$ cat config.mk
export PLATFORM = sky130hd
export DESIGN_NAME = pp_rx_handshake
export DESIGN_NICKNAME = d
export VERILOG_FILES = /design/src/rtl/pp_rx_pkg.sv /design/src/rtl/pp_sync.sv /design/src/rtl/pp_hs_ctrl.sv /design/src/rtl/pp_rx_handshake.sv
export SDC_FILE = /design/constraint.sdc
export NUM_CORES = 1
export LEC_CHECK = 0
export ABC_CLOCK_PERIOD_IN_PS = 2350
export BUFFER_PORTS_ARGS = -buffer_cell sky130_fd_sc_hd__buf_4
export CORE_MARGIN = 1.5
export CORE_UTILIZATION = 50
export DETAILED_ROUTE_END_ITERATION = 6
export PLACE_DENSITY = 0.74
export SYNTH_ARGS = -nofsm -noshare
export SYNTH_HDL_FRONTEND = slang
export SYNTH_SLANG_ARGS = --single-unit
$ cat constraint.sdc
create_clock -name clk -period 2.35 [get_ports clk]
set_input_delay 0.3525 -clock clk [delete_from_list [all_inputs] [get_ports clk]]
set_output_delay 0.3525 -clock clk [all_outputs]
set_load 0.1 [all_outputs]
$ cat src/rtl/pp_rx_pkg.sv
// Shared types for the parallel port receive handshake.
package pp_rx_pkg;
    // Handshake states: waiting for a strobe, offering a byte, acknowledging
    typedef enum logic [1:0] {
        HS_IDLE  = 2'd0,
        HS_STORE = 2'd1,
        HS_ACK   = 2'd2
    } hs_state_t;
endpackage

$ cat src/rtl/pp_sync.sv
// Two-flop synchronizer for a bundle of asynchronous single-bit inputs.
// Assumes each bit is independent; no multi-bit coherence is provided.
module pp_sync #(
    parameter int          WIDTH   = 2,
    parameter logic [WIDTH-1:0] RST_VAL = '1
) (
    input  logic             clk,
    input  logic             rst_n,
    input  logic [WIDTH-1:0] d,
    output logic [WIDTH-1:0] q
);
    for (genvar i = 0; i < WIDTH; i++) begin : g_bit
        logic meta;
        logic stab;
        // Two register stages per bit to settle metastability
        always_ff @(posedge clk) begin
            if (!rst_n) begin
                meta <= RST_VAL[i];
                stab <= RST_VAL[i];
            end else begin
                meta <= d[i];
                stab <= meta;
            end
        end
        assign q[i] = stab;
    end
endmodule

$ cat src/rtl/pp_hs_ctrl.sv
// Handshake controller: detects the falling edge of the synchronized strobe,
// captures the byte, offers it downstream with a bounded store window, then
// drives a counted acknowledge pulse. Assumes strb_s is already synchronized
// and that data_in is held stable around the strobe for several cycles.
module pp_hs_ctrl
    import pp_rx_pkg::*;
#(
    parameter int DATA_W        = 8,
    parameter int LEN_W         = 10,
    parameter int CNT_W         = 11,
    parameter int ACK_CYCLES    = 500,
    parameter int STORE_TIMEOUT = 2000
) (
    input  logic              clk,
    input  logic              rst_n,
    input  logic              strb_s,
    input  logic              init_act,
    input  logic [DATA_W-1:0] data_in,
    input  logic [LEN_W-1:0]  cfg_ack_len,
    input  logic              rx_ready,
    output logic              busy,
    output logic              ack_n,
    output logic              rx_valid,
    output logic [DATA_W-1:0] rx_data,
    output logic              overrun
);
    localparam logic [CNT_W-1:0] STORE_LAST = CNT_W'(STORE_TIMEOUT - 1);

    hs_state_t         state;
    logic [CNT_W-1:0]  cnt;
    logic [DATA_W-1:0] data_q;
    logic              strb_d;
    logic              ovr_q;
    logic              fall;
    logic              take;
    logic [LEN_W-1:0]  ack_len;
    logic [CNT_W-1:0]  ack_load;

    // Delayed copy of the synchronized strobe for edge detection
    always_ff @(posedge clk) begin
        if (!rst_n) strb_d <= 1'b1;
        else        strb_d <= strb_s;
    end

    // Edge detect, acceptance of a new byte and acknowledge length selection
    always_comb begin
        fall     = strb_d & ~strb_s;
        take     = fall & (state == HS_IDLE) & ~init_act;
        ack_len  = (cfg_ack_len == '0) ? LEN_W'(ACK_CYCLES) : cfg_ack_len;
        ack_load = CNT_W'(ack_len) - CNT_W'(1);
    end

    // Handshake sequencing, byte capture, store window and acknowledge timer
    always_ff @(posedge clk) begin
        if (!rst_n) begin
            state  <= HS_IDLE;
            cnt    <= '0;
            data_q <= '0;
            ovr_q  <= 1'b0;
        end else if (init_act) begin
            state <= HS_IDLE;
            cnt   <= '0;
            ovr_q <= 1'b0;
        end else begin
            if (fall && state != HS_IDLE) ovr_q <= 1'b1;
            case (state)
                HS_IDLE: begin
                    if (take) begin
                        state  <= HS_STORE;
                        cnt    <= '0;
                        data_q <= data_in;
                    end
                end
                HS_STORE: begin
                    if (rx_ready || cnt == STORE_LAST) begin
                        state <= HS_ACK;
                        cnt   <= ack_load;
                    end else begin
                        cnt <= cnt + CNT_W'(1);
                    end
                end
                HS_ACK: begin
                    if (cnt == '0) state <= HS_IDLE;
                    else           cnt   <= cnt - CNT_W'(1);
                end
                default: state <= HS_IDLE;
            endcase
        end
    end

    // Port-facing decode of the state
    always_comb begin
        busy     = (state != HS_IDLE) | take;
        ack_n    = (state != HS_ACK);
        rx_valid = (state == HS_STORE);
        rx_data  = data_q;
        overrun  = ovr_q;
    end
endmodule

$ cat src/rtl/pp_rx_handshake.sv
// Top of the parallel port receive side: synchronizes strobe and init,
// runs the handshake controller and registers the printer status lines.
// Assumes a single clock domain downstream; host lines are asynchronous.
module pp_rx_handshake
    import pp_rx_pkg::*;
#(
    parameter int DATA_W        = 8,
    parameter int LEN_W         = 10,
    parameter int ACK_CYCLES    = 500,
    parameter int STORE_TIMEOUT = 2000
) (
    input  logic              clk,
    input  logic              rst_n,
    input  logic              strobe_n,
    input  logic [DATA_W-1:0] data_in,
    input  logic              init_n,
    input  logic              init_en,
    input  logic [LEN_W-1:0]  cfg_ack_len,
    input  logic              rx_ready,
    input  logic              paper_out,
    input  logic              online,
    input  logic              error_in,
    output logic              busy,
    output logic              ack_n,
    output logic              rx_valid,
    output logic [DATA_W-1:0] rx_data,
    output logic              overrun,
    output logic              pe,
    output logic              sel,
    output logic              fault_n
);
    localparam int TO_W  = $clog2(STORE_TIMEOUT + 1);
    localparam int CNT_W = (TO_W > LEN_W) ? TO_W : LEN_W;

    logic [1:0] sync_q;
    logic       init_act;

    pp_sync #(
        .WIDTH   (2),
        .RST_VAL (2'b11)
    ) u_sync (
        .clk   (clk),
        .rst_n (rst_n),
        .d     ({init_n, strobe_n}),
        .q     (sync_q)
    );

    // Init request is honoured only when enabled by configuration
    assign init_act = init_en & ~sync_q[1];

    pp_hs_ctrl #(
        .DATA_W        (DATA_W),
        .LEN_W         (LEN_W),
        .CNT_W         (CNT_W),
        .ACK_CYCLES    (ACK_CYCLES),
        .STORE_TIMEOUT (STORE_TIMEOUT)
    ) u_ctrl (
        .clk         (clk),
        .rst_n       (rst_n),
        .strb_s      (sync_q[0]),
        .init_act    (init_act),
        .data_in     (data_in),
        .cfg_ack_len (cfg_ack_len),
        .rx_ready    (rx_ready),
        .busy        (busy),
        .ack_n       (ack_n),
        .rx_valid    (rx_valid),
        .rx_data     (rx_data),
        .overrun     (overrun)
    );

    // Register the status lines driven back to the host
    always_ff @(posedge clk) begin
        if (!rst_n) begin
            pe      <= 1'b0;
            sel     <= 1'b0;
            fault_n <= 1'b1;
        end else begin
            pe      <= paper_out;
            sel     <= online;
            fault_n <= ~error_in;
        end
    end
endmodule

Word-level counts from Yosys, hierarchy flattened

Cells that the tools add are included.

Output and inout bits: 15
Flip-flop bits (word level): 30
Memories kept: 0
Word-level logic and storage cells: 53
Bits of input ports: 27
Memory bits (writable): 0
Latch bits: 0
ROM bits: 0

Add/sub/neg operators: 3
$lt $le $gt $ge: 0
Muxes and demuxes: 9
Bitwise gates (word level): 10
$mul: 0
Shift operators: 0
Reductions and logical operators: 11
Divide/modulo/power cells: 0
Equal/unequal tests: 8

Operators by type and width:

| cell                    | count |
|---|---|
| $mux W11                | 3 |
| $pmux W11 S3            | 1 |
| $add A11 B1 Y11 const B | 1 |
| $eq A11 B11 Y1 const B  | 1 |
| $logic_not A11 Y1       | 1 |
| $sub A10 B1 Y11 const B | 1 |
| $sub A11 B1 Y11 const B | 1 |
| $logic_not A10 Y1       | 1 |
| $mux W10                | 1 |
| $reduce_and A3 Y1       | 3 |
| $mux W2                 | 3 |
| $ne A2 B1 Y1 const B    | 3 |
| $pmux W2 S3             | 1 |
| $not A1 Y1              | 5 |
| $and A1 B1 Y1           | 4 |
| $ne A2 B2 Y1 const B    | 2 |
| $reduce_bool A3 Y1      | 1 |
| $eq A2 B1 Y1 const B    | 1 |
| $eq A2 B2 Y1 const B    | 1 |
| $logic_not A2 Y1        | 1 |
| $reduce_bool A2 Y1      | 1 |
| $reduce_or A2 Y1        | 1 |
| $logic_and A1 B1 Y1     | 1 |
| $logic_or A1 B1 Y1      | 1 |
| $or A1 B1 Y1            | 1 |

Logic depth before layout (Yosys ltp)

Gate-level depths: netlist of run 1.

Word-level depth: 6
Depth in mapped cells: 8
Mapped depth without buffers: 7

Modules after synthesis

From an unflattened synthesis of run 1, not the netlist that was laid out.

Cells, all modules: 249
Area, all modules: 2054.5 um^2

By module, submodules not included:

| module          | area an instance (um^2) | seq. area each (um^2) | cells each | times used |
|---|---|---|---|---|
| pp_hs_ctrl      | 1851.8                  | 460.4                 | 232        | 1 |
| pp_sync         | 120.1                   | 80.1                  | 10         | 1 |
| pp_rx_handshake | 82.6                    | 60.1                  | 7          | 1 |

Worst setup path after synthesis of run 1

Ideal clock, no wire load.

Kind: flip-flop to flip-flop
Start point: reg u_ctrl.state[1]
End point: reg u_ctrl.cnt[2]
Setup time: 74 ps
Stages on the path, launching flop included: 8
Setup slack: 9 ps
Data arrival time: 2267 ps
Required time: 2276 ps
Buffers on the path: 1
Clock period less this slack: 2341 ps
Cell sequence: dfxtp_1 -> inv_1 -> ha_1 -> nor2b_1 -> clkbuf_1 -> a22oi_1 -> or4_1 -> a31oi_1

Elaborated cells between the ends (all ways): 10
Those cells by class: 4 x eq/ne; 1 x mux; 2 x bitwise; 3 x reduce/logical

RTL lines:

| item                                | RTL line              | text |
|---|---|---|
| start: declaration                  | pp_hs_ctrl.sv:29      | `hs_state_t state;` |
| start signal: assignment            | pp_hs_ctrl.sv:56      | `state <= HS_IDLE;` |
| start signal: assignment            | pp_hs_ctrl.sv:61      | `state <= HS_IDLE;` |
| start signal: assignment            | pp_hs_ctrl.sv:69      | `state <= HS_STORE;` |
| $eq A2 B1 Y1 (*)                    | --                    |  |
| named net rx_valid                  | pp_rx_handshake.sv:25 | `output logic rx_valid,` |
| $reduce_bool A3 Y1 (no source line) | --                    |  |
| $reduce_and A3 Y1 (no source line)  | --                    |  |
| end signal: assignment              | pp_hs_ctrl.sv:77      | `cnt <= ack_load;` |
| end signal: assignment              | pp_hs_ctrl.sv:79      | `cnt <= cnt + CNT_W'(1);` |
| end signal: assignment              | pp_hs_ctrl.sv:84      | `else cnt <= cnt - CNT_W'(1);` |
| end: declaration                    | pp_hs_ctrl.sv:30      | `logic [CNT_W-1:0] cnt;` |

The timed path passes the listed nets; every way through them passes the cells marked *.
A chain may end at the register's enable or synchronous reset.

Worst setup path in the final report of run 1

Start point: reg u_ctrl.cnt[1]
End point: reg u_ctrl.cnt[2]

Cells in the longest elaborated chain, start to end: 4
Elaborated cells between the ends (all ways): 10
Those cells by class: 2 x add/sub; 2 x eq/ne; 3 x mux; 3 x reduce/logical

RTL lines:

| item |
|---|
| parallel branches: the longest is 4 deep, another holds $sub A11 B1 Y11 |

Several ways; the timed one is not identified. The select of a mux whose other input is x is not followed.

==> flow_summary_export.csv, run 1 <==
group,metric,value,unit
clock_network,htree_num_levels,2,
global_routing,grt_pass1_wl,8.73,mm
route,ant_nets,0,
clock_network,ctsHoldBuffers,0,
die,num_rows,23,
route,drtIter0Drc,156,
route,drc,0,
sta,setup_ws,0.163,ns
global_routing,track_usage,25.5,%
synth,ys_ff_latch,30,
die,start_util,51.9,%
setup_path,cp.depth,7,
synth,synth_area_leaders,"dfxtp_1 29%, ha_1 5.4%, mux2i_1 5.3%",
setup_path,path_cells,"inv_1 -> ha_1 -> and2b_1 -> and4_4 -> or3_4 -> or4_1 -> a31oi_1",
status,status,"complete, no violations",
die,die_h,67.4,um
synth,synthFlopType,"dfxtp_1",
sta,setup_viol,0,
global_routing,grt_max_degree,13,
sta,hold_viol_final,0,
setup_path,crit_path_start_kind,"flip-flop",
global_routing,grt_pass1_vias,1845,
route,first_pass_iters,4,
sta,tns,0,ns
route,routed-via-count,2121,
pwr,p_leak,1.11,nW
sta,finClkSkew,0.00768,ns
synth,async_flop_share,0,%
final_layout,n_fill_cell,370,
clock_network,cts_tree,"done",
sta,rsz0062_at_grt,"false",
setup_path,reg2reg_depth,7,
placement,port_buffers,41,
die,pin_count,42,
setup_path,r2r-start,"u_ctrl.cnt[1]",
synth,synth_area,0.00208,mm2
setup_path,required,2.55,ns
synth,seq_area_frac_synth,28.9,%
clock_network,cts_max_path_buffers,2,
setup_path,critical-path-top-delay-family,"simple AND/OR/NAND/NOR gates",
sta,fmax,457,MHz
setup_path,crit_start,"u_ctrl.cnt[1]",
die,die_w,67.4,um
sta,holdWs,0.237,ns
clock_network,post-cts-setup-buffer-count,0,
global_routing,antenna_found_initial,0,
clock_network,numCtsBuffers,5,
synth,synth_edf_count,0,
synth,synth_top_area_cell,"dfxtp_1",
min_path,hold_path.class,"input port to flip-flop",
setup_path,slowest_stage,"or4_1",
setup_path,worstPathMaxFanout,7,
sta,period_minus_slack,2.19,ns
route,wl_per_cell,15.1,um
clock_network,cts-root-buf,"clkbuf_8",
die,fp.dieArea,0.00455,mm2
synth,syn_nets,285,
synth,synth_top_cell_area_share,28.9,%
placement,pre_cts_slack,0.136,ns
pwr,peakVddDrop,0.579,mV
setup_path,max_stage_delay,0.47,ns
final_layout,n_antenna_cell,0,
sta,slew_headroom,61.4,%
route,drt-vias-per-instance,6.06,
clock_network,clk_pin_slew,0.07,ns
setup_path,cp-endpoint,"u_ctrl.cnt[2]",
clock_network,insertion_delay,0.28,ns
run,cap_violations,0,
synth,yosysWarnings,0,
setup_path,path_class,"flip-flop to flip-flop",
final_layout,drive_gt1_share,24.0,%
synth,synth.avg_cell_area,8.34,um2
global_routing,overflow,0,
setup_path,r2r_setup_slack,0.16,ns
clock_network,post_cts_resized,0,
setup_path,r2r-end,"u_ctrl.cnt[2]",
sta,finalCritPeriodShare,93.1,%
setup_path,worstPathArrival,2.39,ns
placement,gp_congestion,0.933,
clock_network,numClockSinks,30,
sta,finalMaxSlewViolations,0,
setup_path,end_kind,"flip-flop",
placement,dp_hpwl,4.15,mm
route,wirelength,5.29,mm
final_layout,nNetsFinal,336,
pwr,powerDensity,763,mW/mm2
die,coreArea,0.00400,mm2
synth,ys_types,57,
setup_path,worst-path-buf-inv,1,
final_layout,area_delta_synth_final,22.9,%
synth,synth_cells,249,
sta,worst_slew_pin_slew,0.577,ns
==> cells in the mapped netlist (2+ instances only) <==
cell / count
a211oi_1: 3
a31o_2: 2
and4_1: 2
clkbuf_1: 2
o22ai_1: 4
or3_1: 3
nand4_1: 2
o21ai_0: 9
dfxtp_1: 30
nand2_1: 15
a31oi_1: 7
a21o_1: 4
o41ai_1: 3
nand3_1: 9
nor3_1: 7
nand2b_1: 8
buf_6: 3
a221o_1: 6
inv_1: 13
ha_1: 9
o31ai_1: 2
mux2i_1: 11
nand4b_1: 2
xnor2_1: 8
or4_1: 3
a221oi_1: 2
nor4b_1: 2
nor2_1: 26
buf_2: 2
nor2b_1: 2
nor4_1: 5
a21oi_1: 11
nor4_4: 2
and3_1: 4
and2_1: 2
nor3b_1: 3
==> registers in the layout, summed over array words and instances, names as in the netlist <==
name and cells:
u_sync.g_bit.meta 2, u_ctrl.state 2, pe 1, u_sync.g_bit.stab 2
u_ctrl.rx_data 8, fault_n 1, u_ctrl.strb_d 1, u_ctrl.overrun 1
sel 1, u_ctrl.cnt 11
==> cells in the final DEF (no fill, tap or decap), types with 3 or more instances in the layout <==
cell type   n
o21ai_0     9
a31oi_1     7
nor3b_1     3
nor3_1      7
clkbuf_8    5
or3_1       3
inv_1      13
dfxtp_1    30
nand2b_1    8
buf_4      53
a21o_1      4
nor4_1      5
mux2i_1    11
xnor2_1     8
and3_1      4
or4_1       3
o22ai_1     4
nand2_1    15
ha_1        9
a21oi_1    11
a211oi_1    3
o41ai_1     3
a221o_1     6
nor2_1     26
nand3_1     9
==> cell families (layout without fill, tap and decap cells) <==
kind of cell    after synthesis  count (layout)  synth area share, %
xor+xnor                      8               8                 3.38
mux                          11              11                 5.30
fa+ha+maj                     9               9                 5.43
compound gates               64              64                 22.4
simple gates                104             104                 29.0
flops                        30              30                 28.9
buf+inv                      23              74                 5.61
==> routing by layer <==
metal  GRT usage (%)  share of wire, %  vias up
li1                -                 -     1042
met1            37.1                46      979
met2            38.4                44       89
met3            6.17               7.8       11
met4            4.85               1.4        0
met5               0                 0        -
==> final cells by class <==
class,instances,area (um2),share of cell area [%]
repair buffers,53,398,15.6
clock inverters,2,10.0,0.392
well taps,50,62.6,2.45
flip-flops and latches,30,601,23.5
multi-input cells,196,1360,53.3
inverters,14,52.6,2.06
clock buffers,5,68.8,2.70
==> stage by stage <==
stage	power [mW]	util (%)	cells	instance area [um2]
global route	2.06	63.8	350	2550
global placement	1.56	61.8	343	2470
CTS	1.95	63.8	350	2550
detailed placement	1.56	61.8	343	2470
finish	1.95	63.8	350	2550
floorplan	1.31	-	249	2080
==> worst min-delay path by stage <==
stage	from	endpoint	slack [ns]	cells past startpoint
3_5_place_dp	u_sync.g_bit[1].meta	u_sync.g_bit[1].stab	0.39	1
4_1_cts	error_in	fault_n	0.23	2
6_report	error_in	fault_n	0.24	2
2_1_floorplan	u_sync.g_bit[0].meta	u_sync.g_bit[0].stab	0.39	1
3_3_place_gp	u_sync.g_bit[0].meta	u_sync.g_bit[0].stab	0.39	1
5_1_grt	error_in	fault_n	0.23	2
==> power by group <==
part | switching (mW) | leakage, nW | internal [mW] | total, mW
Sequential | 0.0335 | 0.244 | 0.545 | 0.579
Clock | 0.188 | 0.0438 | 0.198 | 0.386
Combinational | 0.647 | 0.819 | 0.336 | 0.983
No activity file was read; power rests on OpenSTA's default activity.
==> run 2, diff against run 1 <==
--- a/config.mk
+++ b/config.mk
@@ -10,6 +10,9 @@
 export CORE_MARGIN = 1.5
 export CORE_UTILIZATION = 50
 export DETAILED_ROUTE_END_ITERATION = 6
+export GPL_ROUTABILITY_DRIVEN = 0
+export GPL_TIMING_DRIVEN = 0
+export MAX_ROUTING_LAYER = met4
 export PLACE_DENSITY = 0.74
 export SYNTH_ARGS = -nofsm -noshare
 export SYNTH_HDL_FRONTEND = slang
==> run 2 against run 1 <==
Effect of this change:
- routed wire length grew 1.6%
- total power grew 4.6%
- largest cell class unchanged
- fmax shrank 3.7%
- count of clock-buffer cells in the layout grew 3
- critical endpoint unchanged
- flip-flop and latch count is the same
- sequential power is essentially flat
- clock skew shrank 0.0017 ns
==> flow_summary_export.csv, run 2 (synthesis results as in run 1) <==
group,metric,value,unit
route,first_pass_iters,4,
placement,dp_hpwl,4.08,mm
route,wl_per_cell,15.5,um
setup_path,worstPathMaxFanout,7,
route,drt-vias-per-instance,6.11,
sta,finClkSkew,0.00598,ns
final_layout,ff_latch_area,602,um2
final_layout,largest_register,"u_ctrl.cnt",
sta,finalCritPeriodShare,96.7,%
final_layout,area_delta_synth_final,23.4,%
sta,finalMaxSlewViolations,0,
global_routing,track_usage,26.2,%
setup_path,end_kind,"flip-flop",
route,routed-via-count,2120,
min_path,hold_depth,2,
clock_network,insertion_delay,0.29,ns
setup_path,crit_path_start_kind,"flip-flop",
die,num_rows,23,
die,die_h,67.4,um
die,die_w,67.4,um
clock_network,cts_max_path_buffers,2,
route,drtIter0Drc,162,
final_layout,multi_input_area,0.00137,mm2
run,cap_violations,0,
clock_network,cts_tree,"done",
min_path,hold_path.class,"input port to flip-flop",
final_layout,final_cell_mix,"41 x buf_4, 29 x dfxtp_1, 26 x nor2_1",
placement,port_buffers,40,
clock_network,post-cts-setup-buffer-count,0,
global_routing,grt_pass1_vias,1821,
placement,post-place-cells,339,
die,pin_count,42,
setup_path,path_cells,"inv_1 -> ha_1 -> and2b_1 -> and4_4 -> or3_4 -> or4_1 -> a31oi_1",
sta,slew_headroom,39.8,%
global_routing,overflow,0,
pwr,peakVddDrop,0.441,mV
setup_path,required,2.55,ns
final_layout,largest_reg_flops,11,
sta,period_minus_slack,2.27,ns
route,wirelength,5.38,mm
sta,setup_viol,0,
global_routing,antenna_found_initial,0,
setup_path,r2r_setup_slack,0.08,ns
clock_network,clk_pin_slew,0.06,ns
setup_path,path_class,"flip-flop to flip-flop",
pwr,p_leak,1.10,nW
global_routing,grt_pass1_wl,8.72,mm
route,ant_nets,0,
setup_path,slowest_stage,"or4_1",
die,fp.dieArea,0.00455,mm2
final_layout,n_fill_cell,368,
setup_path,worstPathArrival,2.48,ns
route,drc,0,
final_layout,n_antenna_cell,0,
final_layout,utilization,64.0,%
sta,rsz0062_at_grt,"false",
pwr,powerDensity,796,mW/mm2
die,coreArea,0.00400,mm2
sta,worst_slew_pin_slew,0.890,ns
die,start_util,51.9,%
setup_path,reg2reg_depth,7,
sta,hold_viol_final,0,
global_routing,grt_max_degree,11,
final_layout,final_common_cell,"buf_4",
final_layout,nNetsFinal,332,
final_layout,drive_gt1_share,23.6,%
clock_network,numCtsBuffers,5,
clock_network,numClockSinks,30,
final_layout,final_cells,347,
clock_network,htree_num_levels,2,
clock_network,ctsHoldBuffers,0,
sta,fmax,440,MHz
clock_network,cts-root-buf,"clkbuf_8",
setup_path,max_stage_delay,0.49,ns
status,status,"complete, no violations",
[run 2: changes by cell type in the layout (fill, tap and decap cells not counted), moves of 2 or more]
cell	delta
buf_4	-12
clkbuf_1	+2
buf_2	+2
clkinv_2	-2
buf_6	+3
clkbuf_8	+3
[run 2: metal layers]
| metal | wire length, um | track usage, % | share of wire [%] |
|---|---|---|---|
| met2 | 2440 | 38.0 | 45 |
| met4 | 65 | 7.14 | 1.2 |
| met3 | 463 | 6.00 | 8.6 |
| met5 | 0 | - | 0 |
| met1 | 2410 | 36.3 | 45 |
[run 2: area by class of cell]
type	instances	area share [%]
timing repair buffer	40	11.7
inverter	14	2.05
multi-input combinational	196	53.5
clock buffer	8	4.30
buffer	9	2.49
tap	50	2.44
sequential	30	23.5
[run 2: worst paths after layout]
check                                          start                    to
worst max-delay path                   u_ctrl.cnt[1]         u_ctrl.cnt[2]
worst min-delay path                        error_in               fault_n
worst max register to register         u_ctrl.cnt[1]         u_ctrl.cnt[2]
worst min register to register  u_sync.g_bit[1].meta  u_sync.g_bit[1].stab
[run 2: worst max-delay path, delay by kind of cell, from the launching register on]
| family | cells | cell delay (ns) |
|---|---|---|
| buffers and inverters | 1 | 0.13 |
| DFF | 1 | 0.43 |
| AOI/OAI and AO/OA | 1 | 0.21 |
| adders and majority gates | 1 | 0.20 |
| and+or+nand+nor | 4 | 1.22 |
[run 2: stage by stage]
step | worst slack [ns] | hold WS [ns] | power [mW] | TNS (ns) | instance area [um2]
after floorplan | 0.00889 | 0.386 | 1.31 | 0 | 2080
after global placement | -0.0708 | 0.389 | 1.53 | -0.0976 | 2440
after detailed placement | -0.0558 | 0.399 | 1.54 | -0.158 | 2440
after CTS | 0.0196 | 0.227 | 2.03 | 0 | 2550
after global routing | 0.00105 | 0.224 | 2.14 | 0 | 2560
final | 0.0777 | 0.225 | 2.04 | 0 | 2560
[run 2: what timing repair did]
action                     in CTS  in global routing
pin swaps                       0                  0
cloned                          0                  0
gates resized for setup         1                  2
setup endpoints to repair       3                  3
[run 2: report_power, final]
group / leakage, nW / internal [mW] / switching (mW)
sequential: 0.245 / 0.545 / 0.0305
combinational: 0.796 / 0.308 / 0.665
clock: 0.0575 / 0.295 / 0.194
